## config.mk

```make
export PLATFORM = sky130hd
export DESIGN_NAME = hostcfg_regs
export DESIGN_NICKNAME = d
export VERILOG_FILES = /design/src/rtl/hostcfg_pkg.sv /design/src/rtl/hostcfg_strap_latch.sv /design/src/rtl/hostcfg_misc_ctrl.sv /design/src/rtl/hostcfg_access_port.sv /design/src/rtl/hostcfg_regs.sv
export SDC_FILE = /design/constraint.sdc
export NUM_CORES = 1
export LEC_CHECK = 0
export BUFFER_PORTS_ARGS = -buffer_cell sky130_fd_sc_hd__buf_2
export CAP_MARGIN = 5
export CORE_UTILIZATION = 30
export DETAILED_ROUTE_END_ITERATION = 10
export PLACE_DENSITY_LB_ADDON = 0.05
export SLEW_MARGIN = 15
export SYNTH_ARGS = -nofsm -noshare
export SYNTH_HDL_FRONTEND = slang
export SYNTH_HIERARCHICAL = 1
export SYNTH_SLANG_ARGS = --single-unit
```

## constraint.sdc

```tcl
create_clock -name clk -period 1.8 [get_ports clk]
set_input_delay 0.36 -clock clk [delete_from_list [all_inputs] [get_ports clk]]
set_output_delay 0.36 -clock clk [all_outputs]
set_load 0.005 [all_outputs]
```

## src/rtl/hostcfg_pkg.sv

```systemverilog
package hostcfg_pkg;

    localparam int unsigned REG_W = 8;

    // Register map (addresses are fixed by the host software interface)
    localparam int unsigned ADR_STATUS   = 'h1A;
    localparam int unsigned ADR_MISC     = 'h1B;
    localparam int unsigned ADR_STRAP0   = 'h1C;

    // Control register bit positions
    localparam int unsigned BIT_LOCK     = 7;
    localparam int unsigned BIT_SUSPEND  = 6;
    localparam int unsigned BIT_HFB_OFF  = 0;

    localparam logic [REG_W-1:0] MISC_RESET = 8'h80;

    typedef enum logic {
        LK_LOCKED,
        LK_OPEN
    } lock_state_e;

    typedef enum logic [1:0] {
        RD_IDLE,
        RD_GRANT,
        RD_REJECT
    } acc_state_e;

endpackage

```

## src/rtl/hostcfg_strap_latch.sv

```systemverilog
module hostcfg_strap_latch #(
    parameter int unsigned STRAP_W = 16
) (
    input  logic               clk,
    input  logic               rst_n,
    input  logic [STRAP_W-1:0] strap_in,
    output logic [STRAP_W-1:0] strap_q
);

    // Track the pins while reset is held; the last sample before release stays.
    always_ff @(posedge clk) begin
        if (!rst_n) begin
            strap_q <= strap_in;
        end
    end

endmodule

```

## src/rtl/hostcfg_misc_ctrl.sv

```systemverilog
module hostcfg_misc_ctrl
    import hostcfg_pkg::*;
(
    input  logic             clk,
    input  logic             rst_n,
    input  logic             misc_we,
    input  logic [REG_W-1:0] wdata,
    input  logic             single_panel,
    output logic [REG_W-1:0] misc_byte,
    output logic             locked,
    output logic             mem_ok,
    output logic             suspend_en,
    output logic             hfb_en
);

    lock_state_e state_q, state_d;
    logic        susp_q;
    logic        hfb_off_q;

    // Lock state register
    always_ff @(posedge clk or negedge rst_n) begin
        if (!rst_n) begin
            state_q <= LK_LOCKED;
        end else begin
            state_q <= state_d;
        end
    end

    // Transitions: UNLOCK and RELOCK
    always_comb begin
        state_d = state_q;
        unique case (state_q)
            LK_LOCKED: if (misc_we && !wdata[BIT_LOCK]) state_d = LK_OPEN;
            LK_OPEN:   if (misc_we &&  wdata[BIT_LOCK]) state_d = LK_LOCKED;
            default:   state_d = LK_LOCKED;
        endcase
    end

    // Plain control bits
    always_ff @(posedge clk or negedge rst_n) begin
        if (!rst_n) begin
            susp_q    <= MISC_RESET[BIT_SUSPEND];
            hfb_off_q <= MISC_RESET[BIT_HFB_OFF];
        end else if (misc_we) begin
            susp_q    <= wdata[BIT_SUSPEND];
            hfb_off_q <= wdata[BIT_HFB_OFF];
        end
    end

    // Outputs
    always_comb begin
        locked     = 1'b0;
        mem_ok     = 1'b0;
        unique case (state_q)
            LK_LOCKED: begin
                locked = 1'b1;
                mem_ok = 1'b0;
            end
            LK_OPEN: begin
                locked = 1'b0;
                mem_ok = 1'b1;
            end
            default: begin
                locked = 1'b1;
                mem_ok = 1'b0;
            end
        endcase
        suspend_en             = susp_q;
        hfb_en                 = !(single_panel || hfb_off_q);
        misc_byte              = '0;
        misc_byte[BIT_LOCK]    = locked;
        misc_byte[BIT_SUSPEND] = susp_q;
        misc_byte[BIT_HFB_OFF] = hfb_off_q;
    end

endmodule

```

## src/rtl/hostcfg_access_port.sv

```systemverilog
module hostcfg_access_port
    import hostcfg_pkg::*;
#(
    parameter int unsigned ADDR_W  = 8,
    parameter int unsigned STRAP_W = 16
) (
    input  logic               clk,
    input  logic               rst_n,
    input  logic [ADDR_W-1:0]  addr,
    input  logic               rd,
    input  logic               wr,
    input  logic               locked,
    input  logic [REG_W-1:0]   status_byte,
    input  logic [REG_W-1:0]   misc_byte,
    input  logic [STRAP_W-1:0] strap_q,
    output logic               misc_we,
    output logic [REG_W-1:0]   rdata,
    output logic               rej
);

    localparam int unsigned NBYTES = STRAP_W / REG_W;

    acc_state_e       state_q, state_d;
    logic [REG_W-1:0] rdata_q, rdata_d;
    logic             hit_status, hit_misc, always_open, allowed, access;
    logic [NBYTES-1:0] hit_strap;
    logic [REG_W-1:0]  strap_bytes [NBYTES];
    logic [REG_W-1:0]  strap_sel;

    assign hit_status  = (addr == ADDR_W'(ADR_STATUS));
    assign hit_misc    = (addr == ADDR_W'(ADR_MISC));
    assign always_open = hit_status || hit_misc;
    assign allowed     = always_open || !locked;
    assign access      = rd || wr;
    assign misc_we     = wr && hit_misc;

    // One decode and one byte lane per strap byte
    for (genvar b = 0; b < NBYTES; b++) begin : g_strap
        assign hit_strap[b]   = (addr == ADDR_W'(ADR_STRAP0 + b));
        assign strap_bytes[b] = hit_strap[b] ? strap_q[b*REG_W +: REG_W] : '0;
    end

    always_comb begin
        strap_sel = '0;
        for (int b = 0; b < NBYTES; b++) begin
            strap_sel = strap_sel | strap_bytes[b];
        end
    end

    // Transitions: NO_ACCESS, ALLOWED, BLOCKED
    always_comb begin
        state_d = RD_IDLE;
        unique case (state_q)
            RD_IDLE, RD_GRANT, RD_REJECT: begin
                if (!access)      state_d = RD_IDLE;
                else if (allowed) state_d = RD_GRANT;
                else              state_d = RD_REJECT;
            end
            default: state_d = RD_IDLE;
        endcase
    end

    always_comb begin
        rdata_d = '0;
        if (rd && allowed) begin
            if (hit_status)    rdata_d = status_byte;
            else if (hit_misc) rdata_d = misc_byte;
            else               rdata_d = strap_sel;
        end
    end

    // State register
    always_ff @(posedge clk or negedge rst_n) begin
        if (!rst_n) begin
            state_q <= RD_IDLE;
            rdata_q <= '0;
        end else begin
            state_q <= state_d;
            rdata_q <= rdata_d;
        end
    end

    // Outputs
    always_comb begin
        rej   = 1'b0;
        rdata = rdata_q;
        unique case (state_q)
            RD_IDLE:   rej = 1'b0;
            RD_GRANT:  rej = 1'b0;
            RD_REJECT: rej = 1'b1;
            default:   rej = 1'b0;
        endcase
    end

endmodule

```

## src/rtl/hostcfg_regs.sv

```systemverilog
module hostcfg_regs
    import hostcfg_pkg::*;
#(
    parameter int unsigned ADDR_W  = 8,
    parameter int unsigned STRAP_W = 16
) (
    input  logic               clk,
    input  logic               rst_n,
    input  logic [ADDR_W-1:0]  reg_addr,
    input  logic               reg_wr,
    input  logic               reg_rd,
    input  logic [REG_W-1:0]   reg_wdata,
    output logic [REG_W-1:0]   reg_rdata,
    output logic               reg_rej,
    input  logic [STRAP_W-1:0] strap_in,
    input  logic [REG_W-1:0]   status_in,
    input  logic               single_panel,
    output logic               host_locked,
    output logic               mem_access_ok,
    output logic               suspend_en,
    output logic               hfb_en
);

    logic [STRAP_W-1:0] strap_q;
    logic [REG_W-1:0]   misc_byte;
    logic               misc_we;

    hostcfg_strap_latch #(.STRAP_W(STRAP_W)) strap_i (
        .clk      (clk),
        .rst_n    (rst_n),
        .strap_in (strap_in),
        .strap_q  (strap_q)
    );

    hostcfg_misc_ctrl misc_i (
        .clk          (clk),
        .rst_n        (rst_n),
        .misc_we      (misc_we),
        .wdata        (reg_wdata),
        .single_panel (single_panel),
        .misc_byte    (misc_byte),
        .locked       (host_locked),
        .mem_ok       (mem_access_ok),
        .suspend_en   (suspend_en),
        .hfb_en       (hfb_en)
    );

    hostcfg_access_port #(.ADDR_W(ADDR_W), .STRAP_W(STRAP_W)) port_i (
        .clk         (clk),
        .rst_n       (rst_n),
        .addr        (reg_addr),
        .rd          (reg_rd),
        .wr          (reg_wr),
        .locked      (host_locked),
        .status_byte (status_in),
        .misc_byte   (misc_byte),
        .strap_q     (strap_q),
        .misc_we     (misc_we),
        .rdata       (reg_rdata),
        .rej         (reg_rej)
    );

endmodule

```

Yosys cells after proc, flatten, opt, wreduce, memory -nomap -nowiden --
Index checks and enable logic that the tools add are counted.
Word-level totals: flip-flop bits (word level) 29, bits of input ports 45, output and inout bits 13, logic and storage cells 41
Operators by class: eq/ne operators 6, muxes and demuxes 14, bitwise gates (word level) 2, reduce and logical (&&, ||, !) cells 13
Operators with widths (count):
- $mux W8 | 5
- $eq A8 B5 Y1 const B | 4
- $or A8 B8 Y8 | 1
- $mux W2 | 3
- $pmux W1 S2 | 3
- $logic_and A1 B1 Y1 | 4
- $logic_or A1 B1 Y1 | 4
- $logic_not A1 Y1 | 3
- $mux W1 | 3
- $reduce_or A3 Y1 | 1
- $eq A2 B1 Y1 const B | 1
- $eq A2 B2 Y1 const B | 1
- $logic_not A2 Y1 | 1
- $not A1 Y1 | 1

Longest topological paths before layout --
Gate-level depths: netlist of run 1.
depth after elaboration 7, mapped depth 6

Hierarchy --
The synthesis of run 1 kept the hierarchy.
By module, submodules not included:
- hostcfg_access_port | instances 1, cells an instance 59, area an instance 639.4 um^2, sequential area each 250.2 um^2
- hostcfg_strap_latch | instances 1, cells an instance 17, area an instance 484.2 um^2, sequential area each 480.5 um^2
- hostcfg_misc_ctrl | instances 1, cells an instance 18, area an instance 177.7 um^2, sequential area each 75.1 um^2

Worst setup path after synthesis of run 1 --
OpenSTA, ideal clock, no wires.
path kind in2reg, start point in reg_addr[0], end point reg misc_i.hfb_off_q, setup time 125 ps, data arrival time 1562 ps, data required time 1675 ps, setup slack 113 ps, cell stages on the path 5, cell sequence buf_4 -> buf_4 -> nand2_1 -> nor4_1 -> mux2_2
Between the ends: word-level cells in the longest chain between the ends 2
RTL lines:
- from (decl) | RTL line hostcfg_regs.sv:9 | input logic [ADDR_W-1:0] reg_addr,
- $eq A8 B5 Y1 | RTL line hostcfg_access_port.sv:31 | assign hit_misc = (addr == ADDR_W'(ADR_MISC));
- $logic_and A1 B1 Y1 | RTL line hostcfg_access_port.sv:35 | assign misc_we = wr && hit_misc;
- named net misc_we | RTL line hostcfg_regs.sv:26 | logic misc_we;
- to (signal assigned) | RTL line hostcfg_misc_ctrl.sv:43 | hfb_off_q <= MISC_RESET[BIT_HFB_OFF];
- to (signal assigned) | RTL line hostcfg_misc_ctrl.sv:46 | hfb_off_q <= wdata[BIT_HFB_OFF];
- to (decl) | RTL line hostcfg_misc_ctrl.sv:18 | logic hfb_off_q;
The timed path passes the listed nets, and every way through them passes these cells. A chain may end at the register's enable or synchronous reset.

==> metrics.md, run 1 <==
| Metric | Value |
|---|---|
| DRT Pass-1 Iters | `4` |
| Synth warn | `6` |
| Max_cap viols | `0` |
| Setup total negative slack | `0 ns` |
| Clock-pin slew on the worst setup and hold paths | `0.06 ns` |
| Clock root buffer | `clkbuf_8` |
| Clock Skew | `0.00316 ns` |
| GPL Wtd Cong | `0.673` |
| CP Max Fanout | `8` |
| RSZ-0062 raised after global routing | `no` |
| Vias in the first global route | `820` |
| Synthesis-to-finish area growth | `29.0%` |
| Crit path cell chain | `inv_1, or3b_1, o22a_1, nor2_1` |
| Met3 Wirelength | `173 um` |
| Tot GR Track Use | `12.7%` |
| Setup violations, final | `0` |
| Max VDD drop | `349 uV` |
| CTS tree | `built` |
| Cell with the largest stage delay on the worst path | `or3b_1` |
| Clock Sink Count | `29` |
| Layout cell share with drive strength beyond 1 | `44.4%` |
| Detail Route Antenna Nets | `0` |
| Leak Pwr | `0.802 nW` |
| Largest net degree at the start of global routing | `17` |
| Flop pwr share | `52.3%` |
| Hold WS | `0.0216 ns` |
| Hold Path Class | `in -> async` |
| Syn Std Cell Area | `0.00130 mm2` |
| Post-synthesis cell type count | `21` |
| Initial antenna violation count | `0` |
| Slowest stage delay, CP | `0.52 ns` |
| Die H | `67.9 um` |
| DR top layer | `met4` |
| IO Count | `58` |
| Starting Density | `31.8%` |
| Nets@finish | `195` |
| Met1 WL | `1.10 mm` |
| Post-synthesis sequential area ratio | `61.9%` |
| Die X-Extent | `67.9 um` |
| Average routed wire per standard cell | `13.1 um` |
| CP Buf/Inv Count | `1` |
| Max frequency | `709 MHz` |
| Crit end category | `flip-flop` |
| Outcome | `finished, final reports clean` |
| Sw Ratio | `21.5%` |
| DR WL met2 | `1.30 mm` |
| First-pass GRT wire length | `3.86 mm` |
| DRT Wirelength | `2.62 mm` |
| CTS Hold Bufs | `0` |
| Cell type with the highest aggregate area in the netlist | `edfxtp_1` |
| Die ar. | `0.00460 mm2` |
| Drt initial violations | `37` |
| IO Port Bufs | `52` |
| Crit start category | `flip-flop` |
| H-tree depth | `2` |
| Pwr dens | `860 mW/mm2` |
| Post-CTS Resized | `0` |
| Site Rows | `23` |
| Core Region | `0.00409 mm2` |
| Number of vias per cell | `4.39` |
| P_int | `1.13 mW` |
| Clock buffer depth | `2` |
| Area contributors post-synth | `edfxtp_1 37%, dfrtp_1 25%, mux2i_1 12%, buf_4 5.8%, o22a_1 5.4%` |
| Worst skew pair latency | `0.28 ns` |
| Cell count after synthesis | `94` |
| Reg2reg end | `port_i/rdata[2]$_DFF_PN0_` |
| Minimum clock period | `1.41 ns` |
| Total gr overflow | `0` |
| Share of Yosys cell area claimed by the top area cell type | `36.9%` |
| Reg2reg path depth | `4` |
| Post-CTS setup buffer count | `0` |
| Post-route DRC | `0` |
| Diode count | `0` |
| Hpwl dp | `1.90 mm` |
| Critical path class | `reg -> reg` |
| Dpl cells | `193` |
| CP required | `2.00 ns` |
| Worst EP arrival | `1.61 ns` |
| Crit path max-delay family | `simple AND/OR/NAND/NOR gates` |
| Mapped Avg Cell Area | `13.8 um2` |
| Max Slew Vio Count | `0` |
| Clock network fraction of total power | `37.4%` |
| Final Hold Viols | `0` |
| Tcrit/Tclk final | `78.3%` |
| R2R Setup Slk | `0.39 ns` |
| Vias | `883` |
| Switching power | `0.310 mW` |
| Post-route insts no fill | `201` |
| Combinational Power Share | `10.4%` |
| CTS Buf Count | `5` |
| Synth Register Bits | `29` |
[layout make-up]
type / count / area (um2)
Tap cell: 50 / 62.6
Clock buffer: 8 / 90.1
Inverter: 2 / 7.51
Multi-Input combinational cell: 54 / 408
Timing Repair Buffer: 58 / 305
Sequential cell: 29 / 806
Fill cell: 414 / 2410
[cells in the mapped netlist (all sizes together)]
cell and count:
buf 12, a21oi 1, o21ai 1, clkbuf 1
nor4 1, or3b 2, nor2b 2, nand2 2
conb 1, o22a 8, nand4bb 1, edfxtp 16
nand2b 1, dfrtp 13, mux2i 16, nor2 11
mux2 2, inv 2, o31ai 1
[cells in the final DEF, fill, tap and decap left out, drive strengths merged]
master   Yosys  routed
nor2        11      11
mux2         2       2
conb         1       5
inv          2       2
nand2b       1       1
dfrtp       13      13
o31ai        1       1
buf         12      58
or3b         2       2
nand4bb      1       1
nor2b        2       2
mux2i       16      16
edfxtp      16      16
a21oi        1       1
nor4         1       1
nand2        2       2
o22a         8       8
o21ai        1       1
clkbuf       1       8
[state kept, by name, indices dropped and copies added (netlist names), named ones only]
name               cells
strap_i/strap_q       16
port_i/rdata           8
port_i/state_q         2
misc_i/hfb_off_q       1
misc_i/suspend_en      1
[logic make-up after synthesis]
logic type / Yosys count / share of synthesized area (%)
AOI/OAI and AO/OA: 11 / 6.73
buffers and inverters: 15 / 7.88
DFF: 29 / 61.9
muxes: 18 / 14.0
other: 1 / 0.288
and+or+nand+nor: 20 / 9.14
[metrics by stage]
step | total power, mW | cell area (um2) | setup WS, ns | util, %
final | 1.44 | 1680 | 0.390 | 41.1
after CTS | 1.48 | 1680 | 0.398 | 41.1
after floorplan | 0.854 | 1320 | 0.113 | -
after detailed placement | 0.922 | 1590 | 0.223 | 38.9
after global routing | 1.52 | 1680 | 0.302 | 41.1
after global placement | 0.919 | 1590 | 0.216 | 38.9
[worst max path at each step]
stage | startpoint | to | slack, ns | cells after the start
floorplan | reg_addr[0] | misc_i/hfb_off_q$_DFFE_PN0P_ | 0.11 | 5
global placement | reg_addr[7] | misc_i/hfb_off_q$_DFFE_PN0P_ | 0.22 | 5
detailed placement | reg_addr[7] | misc_i/hfb_off_q$_DFFE_PN0P_ | 0.22 | 5
CTS | flip-flop | port_i/rdata[7]$_DFF_PN0_ | 0.40 | 4
global route | flip-flop | port_i/rdata[2]$_DFF_PN0_ | 0.30 | 4
finish | flip-flop | port_i/rdata[2]$_DFF_PN0_ | 0.39 | 4
[layer usage]
metal,up-vias,global-route usage (%)
met5,-,0
met4,0,9.38
met3,5,4.50
met2,33,18.8
met1,411,15.1
li1,434,-
[power by group through the flow]
| stage | clock (mW) | combinational (mW) | sequential [mW] |
|---|---|---|---|
| 2_1_floorplan | 0 | 0.0880 | 0.766 |
| 3_3_place_gp | 0 | 0.151 | 0.768 |
| 3_5_place_dp | 0 | 0.153 | 0.769 |
| 4_1_cts | 0.566 | 0.154 | 0.756 |
| 5_1_grt | 0.598 | 0.168 | 0.758 |
| 6_report | 0.540 | 0.150 | 0.755 |
No activity file was read; power rests on OpenSTA's default activity.
==> inputs of run 2 (changes only) <==
==> constraint.sdc (replaced) <==
create_clock -name clk -period 1.24 [get_ports clk]
set_input_delay 0.248 -clock clk [delete_from_list [all_inputs] [get_ports clk]]
set_output_delay 0.248 -clock clk [all_outputs]
set_load 0.005 [all_outputs]
==> metrics.md, run 2 (synthesis gave the netlist of run 1 again) <==
| Metric | Value |
|---|---|
| Detail Route Antenna Nets | `0` |
| Commonest non-fill, non-tap cells in the layout | `52 x buf_2, 16 x mux2i_1, 16 x edfxtp_1, 13 x dfrtp_1, 11 x nor2_1` |
| Top reg by flops | `strap_i/strap_q` |
| Site Rows | `23` |
| Final Hold Viols | `0` |
| Reg2reg path depth | `4` |
| Minimum clock period | `1.24 ns` |
| Total gr overflow | `0` |
| Nets@finish | `198` |
| Critical path class | `reg -> reg` |
| Outcome | `complete, but fails checks` |
| IO Count | `58` |
| Max VDD drop | `644 uV` |
| Clock-pin slew on the worst setup and hold paths | `0.06 ns` |
| Max Slew Vio Count | `0` |
| Worst EP arrival | `1.44 ns` |
| Number of vias per cell | `4.31` |
| Final critical-path setup slack | `-0.00211 ns` |
| Largest net degree at the start of global routing | `17` |
| Vias in the first global route | `869` |
| CTS tree | `built` |
| DRT Pass-1 Iters | `3` |
| Failing checks | `negative setup slack` |
| CP required | `1.44 ns` |
| First-pass GRT wire length | `4.21 mm` |
| Starting Density | `31.8%` |
| Worst skew pair latency | `0.28 ns` |
| Fillers | `408` |
| Clock buffer depth | `2` |
| CTS Buf Count | `5` |
| Core Region | `0.00409 mm2` |
| Leak Pwr | `0.831 nW` |
| Setup violations, final | `1` |
| Crit start category | `flip-flop` |
| Cell Area, Placed | `0.00165 mm2` |
| Tcrit/Tclk final | `100%` |
| Diode count | `0` |
| IO Port Bufs | `52` |
| Hpwl dp | `1.99 mm` |
| Pwr Total | `2.06 mW` |
| Largest register FFs | `16` |
| Drt initial violations | `41` |
| Tot GR Track Use | `13.6%` |
| Clock root buffer | `clkbuf_8` |
| Hold Path Class | `in -> reg` |
| Die X-Extent | `67.9 um` |
| Max frequency | `805 MHz` |
| Pwr dens | `1180 mW/mm2` |
| DRT Wirelength | `2.73 mm` |
| RSZ-0062 raised after global routing | `yes` |
| Hold depth | `2` |
| CP Max Fanout | `8` |
| Die ar. | `0.00460 mm2` |
| Layout cell share with drive strength beyond 1 | `47.4%` |
| Design Area, Final | `0.00174 mm2` |
| Clock Sink Count | `29` |
| Final core utilization | `42.6%` |
| Initial antenna violation count | `0` |
| GPL Wtd Cong | `0.662` |
| Average routed wire per standard cell | `13.4 um` |
| Vias | `880` |
| H-tree depth | `2` |
| Leading cell type in the layout, fill and taps excluded | `buf_2` |
| Synthesis-to-finish area growth | `33.8%` |
| Max_cap viols | `0` |
| Crit end category | `flip-flop` |
| Die H | `67.9 um` |
| Post-route DRC | `0` |
| Clock Skew | `0.00439 ns` |
[run 2: changes by cell type in the layout (fill, tap and decap cells not counted), moves of 2 or more]
| cell | delta |
|---|---|
| mux2_4 | +2 |
| mux2_2 | -2 |
| clkinv_1 | +2 |
| clkbuf_1 | -2 |
[run 2: what timing repair did]
action / in CTS / in global routing
hold buffers: 1 / 0
pin swaps: 0 / 2
setup endpoints to repair: 8 / 8
hold endpoints to repair: 13 / 0
setup buffers: 0 / 0
gates resized for setup: 1 / 0
[run 2: layout make-up]
type,instances,area [um2],share of cell area (%)
clock inverter,3,12.5,0.719
clock buffer,5,68.8,3.95
inverter,2,7.51,0.431
multi-input combinational,54,440,25.3
timing repair buffer,61,343,19.7
sequential,29,806,46.3
tap,50,62.6,3.59
[run 2: critical path: stages, from the launching register on]
cell	delay, ns
dfrtp_1	0.37
inv_2	0.04
or3b_4	0.44
o22a_1	0.23
nor2_1	0.09
[run 2: worst paths after layout]
kind | end | from | slack (ns)
worst min register to register | misc_i/hfb_off_q$_DFFE_PN0P_ | misc_i/hfb_off_q$_DFFE_PN0P_ | 0.56
max in group asynchronous | port_i/rdata[6]$_DFF_PN0_ | rst_n | 0.62
min in group asynchronous | port_i/state_q[0]$_DFF_PN0_ | rst_n | 0.45
worst min-delay path | flip-flop | reg_wdata[7] | 0.14
worst max-delay path | port_i/rdata[4]$_DFF_PN0_ | flip-flop | -0.002
worst max register to register | port_i/rdata[4]$_DFF_PN0_ | flip-flop | -0.002
[run 2: power breakdown]
part / switching [mW] / internal (mW) / leakage (nW)
sequential: 0.0169 / 1.08 / 0.334
combinational: 0.111 / 0.134 / 0.454
clock: 0.340 / 0.376 / 0.0430
total: 0.467 / 1.59 / 0.831
[run 2: metal layers]
layer | track usage [%] | up-vias | routed length [um]
met5 | 0 | - | 0
met4 | 7.81 | 0 | 48
met3 | 4.67 | 5 | 183
met2 | 22.2 | 31 | 1360
met1 | 15.6 | 405 | 1140
li1 | - | 439 | -
[run 2: per-stage QoR]
| stage | cells | TNS (ns) | setup WS [ns] | hold WS, ns |
|---|---|---|---|---|
| final | 204 | -0.00211 | -0.00211 | 0.142 |
| after global routing | 204 | -0.324 | -0.0612 | 0.128 |
| after CTS | 204 | -0.0188 | -0.0123 | 0.135 |
| after detailed placement | 195 | -1.43 | -0.180 | 0.212 |
| after global placement | 195 | -1.42 | -0.178 | 0.209 |
| after floorplan | 98 | -0.277 | -0.0860 | -0.0476 |
